==> config.mk <==
export PLATFORM = sky130hd
export DESIGN_NAME = align_shifter
export DESIGN_NICKNAME = d
export VERILOG_FILES = /design/src/rtl/align_pkg.sv /design/src/rtl/align_rst_sync.sv /design/src/rtl/align_sticky_bit.sv /design/src/rtl/align_count.sv /design/src/rtl/align_chain.sv /design/src/rtl/align_shifter.sv
export SDC_FILE = /design/constraint.sdc
export NUM_CORES = 1
export LEC_CHECK = 0
export CORE_MARGIN = 1
export CORE_UTILIZATION = 43
export CTS_BUF_LIST = sky130_fd_sc_hd__clkbuf_8 sky130_fd_sc_hd__clkbuf_16
export DETAILED_ROUTE_END_ITERATION = 10
export GPL_TIMING_DRIVEN = 0
export MAX_ROUTING_LAYER = met4
export PLACE_DENSITY = 0.78
export SYNTH_ARGS = -nofsm -noshare
export SYNTH_HDL_FRONTEND = slang
export SYNTH_SLANG_ARGS = --single-unit
==> constraint.sdc <==
create_clock -name clk -period 2.5 [get_ports clk]
set_clock_uncertainty 0.2 [all_clocks]
set_input_delay 0.625 -clock clk [delete_from_list [all_inputs] [get_ports clk]]
set_output_delay 0.625 -clock clk [all_outputs]
set_load 0.02 [all_outputs]
==> src/rtl/align_pkg.sv <==
package align_pkg;

  // Rounding bits carried below the fraction LSB, most significant first.
  typedef struct packed {
    logic guard;
    logic round;
    logic sticky;
  } rnd_bits_t;

  localparam int unsigned RND_BITS = 3;

endpackage

==> src/rtl/align_rst_sync.sv <==
module align_rst_sync #(
  parameter int unsigned STAGES = 2
) (
  input  logic clk,
  input  logic rst_n,
  output logic rst_s_n
);

  logic [STAGES-1:0] sync_q;
  logic [STAGES-1:0] sync_d;

  always_comb begin
    sync_d = {sync_q[STAGES-2:0], 1'b1};
  end

  always_ff @(posedge clk or negedge rst_n) begin
    if (!rst_n) sync_q <= '0;
    else        sync_q <= sync_d;
  end

  assign rst_s_n = sync_q[STAGES-1];

endmodule

==> src/rtl/align_sticky_bit.sv <==
module align_sticky_bit (
  input  logic clk,
  input  logic rst_n,
  input  logic clr_i,
  input  logic in_i,
  output logic q_o
);

  logic q_q;
  logic q_d;

  // Next value: cleared by clr_i, otherwise accumulate the incoming bit.
  always_comb begin
    q_d = ~clr_i & (in_i | q_q);
  end

  always_ff @(posedge clk or negedge rst_n) begin
    if (!rst_n) q_q <= 1'b0;
    else        q_q <= q_d;
  end

  assign q_o = q_q;

  assert_sticky_hold_R5 : assert property (@(posedge clk) disable iff (!rst_n)
    (q_q && !clr_i) |=> q_q);

  assert_sticky_clear_R10 : assert property (@(posedge clk) disable iff (!rst_n)
    clr_i |=> !q_q);

  assert_sticky_quiet_R8 : assert property (@(posedge clk) disable iff (!rst_n)
    (!clr_i && !in_i) |=> (q_q == $past(q_q)));

endmodule

==> src/rtl/align_count.sv <==
module align_count #(
  parameter int unsigned CNT_W = 5
) (
  input  logic             clk,
  input  logic             rst_n,
  input  logic             load_i,
  input  logic [CNT_W-1:0] amt_i,
  output logic             shift_o,
  output logic             busy_o,
  output logic             done_o
);

  localparam logic [CNT_W-1:0] ONE = CNT_W'(1);

  logic [CNT_W-1:0] cnt_q;
  logic [CNT_W-1:0] cnt_d;
  logic             cnt_en;
  logic             done_q;
  logic             done_d;
  logic             active;

  assign active = (cnt_q != '0);

  always_comb begin
    cnt_en = load_i | active;
    if (load_i) cnt_d = amt_i;
    else        cnt_d = cnt_q - ONE;
    if (load_i) done_d = (amt_i == '0);
    else        done_d = (cnt_q == ONE);
  end

  always_ff @(posedge clk or negedge rst_n) begin
    if (!rst_n)      cnt_q <= '0;
    else if (cnt_en) cnt_q <= cnt_d;
  end

  always_ff @(posedge clk or negedge rst_n) begin
    if (!rst_n) done_q <= 1'b0;
    else        done_q <= done_d;
  end

  assign shift_o = active & ~load_i;
  assign busy_o  = active;
  assign done_o  = done_q;

  assert_count_step_R3 : assert property (@(posedge clk) disable iff (!rst_n)
    (active && !load_i) |=> (cnt_q == $past(cnt_q) - ONE));

  assert_done_at_zero_R6 : assert property (@(posedge clk) disable iff (!rst_n)
    done_q |-> (cnt_q == '0));

  assert_load_restarts_R9 : assert property (@(posedge clk) disable iff (!rst_n)
    load_i |=> (cnt_q == $past(amt_i)));

endmodule

==> src/rtl/align_chain.sv <==
module align_chain #(
  parameter int unsigned FRAC_W = 16
) (
  input  logic              clk,
  input  logic              rst_n,
  input  logic              load_i,
  input  logic              shift_i,
  input  logic [FRAC_W-1:0] frac_i,
  output logic [FRAC_W-1:0] frac_o,
  output logic              guard_o,
  output logic              round_o,
  output logic              sticky_in_o
);

  logic [FRAC_W-1:0] frac_q;
  logic [FRAC_W-1:0] frac_d;
  logic              guard_q;
  logic              guard_d;
  logic              round_q;
  logic              round_d;
  logic              chain_en;

  // Per-bit next value: load the operand or take the neighbour above.
  for (genvar b = 0; b < FRAC_W; b++) begin : g_bit
    if (b == FRAC_W - 1) begin : g_top
      assign frac_d[b] = load_i ? frac_i[b] : 1'b0;
    end else begin : g_mid
      assign frac_d[b] = load_i ? frac_i[b] : frac_q[b+1];
    end
  end

  always_comb begin
    chain_en = load_i | shift_i;
    guard_d  = load_i ? 1'b0 : frac_q[0];
    round_d  = load_i ? 1'b0 : guard_q;
  end

  always_ff @(posedge clk or negedge rst_n) begin
    if (!rst_n) begin
      frac_q  <= '0;
      guard_q <= 1'b0;
      round_q <= 1'b0;
    end else if (chain_en) begin
      frac_q  <= frac_d;
      guard_q <= guard_d;
      round_q <= round_d;
    end
  end

  assign frac_o      = frac_q;
  assign guard_o     = guard_q;
  assign round_o     = round_q;
  assign sticky_in_o = shift_i & round_q;

  assert_chain_step_R4 : assert property (@(posedge clk) disable iff (!rst_n)
    (shift_i && !load_i) |=> (guard_q == $past(frac_q[0]) &&
                              round_q == $past(guard_q) &&
                              !frac_q[FRAC_W-1]));

  assert_chain_hold_R8 : assert property (@(posedge clk) disable iff (!rst_n)
    (!shift_i && !load_i) |=> ($stable(frac_q) && $stable(guard_q) && $stable(round_q)));

  assert_chain_load_R2 : assert property (@(posedge clk) disable iff (!rst_n)
    load_i |=> (frac_q == $past(frac_i) && !guard_q && !round_q));

endmodule

==> src/rtl/align_shifter.sv <==
module align_shifter #(
  parameter int unsigned FRAC_W = 16,
  parameter int unsigned CNT_W  = 5
) (
  input  logic              clk,
  input  logic              rst_n,
  input  logic              load_i,
  input  logic [FRAC_W-1:0] frac_i,
  input  logic [CNT_W-1:0]  shamt_i,
  output logic [FRAC_W-1:0] frac_o,
  output logic              guard_o,
  output logic              round_o,
  output logic              sticky_o,
  output logic              busy_o,
  output logic              done_o
);

  import align_pkg::*;

  logic               rst_s_n;
  logic               shift;
  logic               sticky_in;
  logic               sticky_q;
  logic               guard_w;
  logic               round_w;
  rnd_bits_t          rnd;

  align_rst_sync #(.STAGES(2)) u_rst (
    .clk     (clk),
    .rst_n   (rst_n),
    .rst_s_n (rst_s_n)
  );

  align_count #(.CNT_W(CNT_W)) u_count (
    .clk     (clk),
    .rst_n   (rst_s_n),
    .load_i  (load_i),
    .amt_i   (shamt_i),
    .shift_o (shift),
    .busy_o  (busy_o),
    .done_o  (done_o)
  );

  align_chain #(.FRAC_W(FRAC_W)) u_chain (
    .clk         (clk),
    .rst_n       (rst_s_n),
    .load_i      (load_i),
    .shift_i     (shift),
    .frac_i      (frac_i),
    .frac_o      (frac_o),
    .guard_o     (guard_w),
    .round_o     (round_w),
    .sticky_in_o (sticky_in)
  );

  // The load strobe is the sticky flip-flop's clear input.
  align_sticky_bit u_sticky (
    .clk   (clk),
    .rst_n (rst_s_n),
    .clr_i (load_i),
    .in_i  (sticky_in),
    .q_o   (sticky_q)
  );

  always_comb begin
    rnd.guard  = guard_w;
    rnd.round  = round_w;
    rnd.sticky = sticky_q;
  end

  assign guard_o  = rnd.guard;
  assign round_o  = rnd.round;
  assign sticky_o = rnd.sticky;

  assert_done_idle_R6 : assert property (@(posedge clk) disable iff (!rst_s_n)
    done_o |-> !busy_o);

  assert_done_pulse_R6 : assert property (@(posedge clk) disable iff (!rst_s_n)
    (done_o && !load_i) |=> !done_o);

  assert_reset_state_R1 : assert property (@(posedge clk)
    !rst_s_n |-> (frac_o == '0 && !busy_o && !done_o && !sticky_o));

endmodule

==> results.toml <==
[floorplan]
start_util_pct = 45.1
die_x_um = 55.6
io_pins = 45
fp.dieH_um = 55.6
dieArea_sq_um = 3090
num_rows = 19
core-area_sq_um = 2730

[yosys]
synth_area_sq_um = 1230
synth_cell_types = 21
synth_seq_cells = 27
yosys.area.top_type = "dfrtp_1"
yosysWarnings = 0
syn_nets = 143
seq_area_frac_synth_pct = 54.8
synth_top_area_share_pct = 54.8
synth_area_per_cell_sq_um = 10.5
synthCells = 117
synth.area.top_cells = "dfrtp_1, mux2i_1, nand2_1"

[placed_design]
io_buffers = 43
dpl_worst_slack_ps = -579
gp_congestion = 0.762
dp_hpwl_mm = 1.96

[clocking]
cts_max_path_buffers = 2
clk_pin_slew_ps = 90
numClockSinks = 27
cts_buffers = 3
cts_tree = "done"
hold_buffers = 0
clock_latency_ps = 260
cts-root-buf = "clkbuf_8"
cts_max_level = 1

[route]
wl_per_cell_um = 13.9
top_layer = "met4"
drt_iter0_markers = 16
wl_met1_mm = 1.26
routed_wl_mm = 2.76
met2RoutedLength_mm = 1.36
dr.pass1.iters = 2
vias = 1047
postRouteAntennaNets = 0
drcViolationCount = 0
routed_via_density = 5.26
dr_wl_met3_um = 118

[run]
maxCapViolations = 0

[critical_path]
cp-startpoint = "u_count.cnt_q[0]"
cpMaxStageDelayCell = "dfrtp_1"
rr_endpoint = "u_count.cnt_q[1]"
r2r.worst_path.cells = 7
crit_family = "buffers and inverters"
critPathKind = "flip-flop to primary output"
critical_path_depth = 5
crit_fanout = 11
setup.worst_path.end_class = "primary output"
critPathArrivalTime_ps = 1520
path_cells = "inv_2, ha_4, nor4b_4, bufinv_8, buf_6"
crit_end = "busy_o"
slowest_delay_ps = 410
r2r-start = "u_count.cnt_q[0]"
worstPathRequired_ps = 1670
reg2reg_slack_ps = 500
startpoint_type = "flip-flop"
critPathBufInv = 3

[final_layout]
antenna_cells = 0
nets = 195
drive_gt1_share_pct = 8.93
layout_common_cells = "clkdlybuf4s50_1, nand2_1, dfrtp_1, mux2i_1, o21ai_0"
final_common_cell = "clkdlybuf4s50_1"
finish.utilization_pct = 65.7
area_growth_pct = 45.6

[sta]
rsz0062_at_grt = "false"
slew_headroom_pct = 35.1
setup_viol = 0
drv_slew = 0
min_period_ps = 2350
fin_crit_sh_pct = 93.9
max_freq_mhz = 426
finalHoldViolCount = 0
fin_ws_ps = 153
tightest_slew_ps = 973

[status]
status = "finished, final reports clean"

[global_routing]
grt_max_degree = 26
grt_pass1_wl_mm = 4.77
antenna_found_initial = 0
grt.overflow.total = 0
grt_pass1_vias = 1083
grt_usage_pct = 19.9

[hold_path]
min_path_type = "flip-flop to flip-flop"
min_from = "u_rst.sync_q[0]"

[power]
leakage_nw = 0.844
vdd_drop_max_mv = 0.430
power.density_nw_per_um2 = 632
how the worst min path moves through the flow:
stage                     cells past startpoint                 to  slack, ps
after floorplan                               0  u_chain.frac_o[0]        120
after global placement                        0    u_rst.sync_q[1]        140
after detailed placement                      0    u_rst.sync_q[1]        140
after CTS                                     0    u_rst.sync_q[1]        160
after global routing                          0    u_rst.sync_q[1]        160
final                                         0    u_rst.sync_q[1]        160
worst reg2reg max path: cells and delay by family (launching register included):
kind | cells | cell delay (ps)
muxes | 2 | 380
DFF | 1 | 410
and+or+nand+nor | 1 | 230
buffers and inverters | 3 | 540
adders and majority gates | 1 | 130
sequential cells by signal (all words and copies together) (netlist names):
register         cells
u_chain.guard_o      1
u_count.done_o       1
u_sticky.q_o         1
u_rst.sync_q         2
u_chain.frac_o      16
u_count.cnt_q        5
u_chain.round_o      1
synth_stat cells, drive strengths merged:
| cell | instances |
|---|---|
| clkbuf | 4 |
| nand3b | 1 |
| nor4b | 1 |
| nand2 | 27 |
| inv | 4 |
| conb | 1 |
| ha | 2 |
| xnor2 | 3 |
| buf | 2 |
| nor2 | 1 |
| nor3 | 1 |
| o21ai | 18 |
| nor4 | 2 |
| o31ai | 3 |
| a21oi | 3 |
| mux2 | 1 |
| dfrtp | 27 |
| mux2i | 16 |
report_power, final:
part / switching [W] / internal, W / leakage, nW
combinational: 0.000161 / 0.000192 / 0.484
clock: 0.000123 / 0.000110 / 0.0269
sequential: 0.0000605 / 0.000489 / 0.333
through the flow:
step | total power (W) | cells | area (sq um) | setup TNS (ps) | hold slack [ps]
finish | 0.00114 | 199 | 1800 | 0 | 158
global route | 0.00119 | 199 | 1800 | 0 | 162
CTS | 0.00113 | 199 | 1780 | 0 | 161
detailed placement | 0.000880 | 191 | 1700 | -579 | 141
global placement | 0.000870 | 191 | 1700 | -544 | 138
floorplan | 0.000732 | 117 | 1230 | 0 | 121
routing by layer:
metal,vias to the layer above,GRT usage (%)
met2,34,34.9
met4,0,4.29
met1,511,24.6
li1,500,-
met5,-,-
met3,2,2.58
cell type report:
class | count | area, sq um
inverters | 4 | 28.8
plain buffers | 5 | 18.8
repair buffers | 48 | 469
clock buffers | 3 | 41.3
multi-input cells | 80 | 520
fillers | 237 | 937
well taps | 31 | 38.8
flip-flops and latches | 27 | 676
clock inverters | 1 | 3.75
kinds of logic after synthesis:
kind of cell               synth area share, %
and+or+nand+nor                           12.5
DFF                                       54.8
AOI/OAI and AO/OA                         10.3
muxes                                     13.9
buffers and inverters                     4.06
xor gates and xnor gates                  2.13
adders and majority gates                 2.03
other                                    0.304
repair_timing:
item / 4_1_cts / 5_1_grt
gates resized for setup: 8 / 3
setup buffers: 4 / 1
setup endpoints to repair: 1 / 1
No activity file was read; power rests on OpenSTA's default activity.
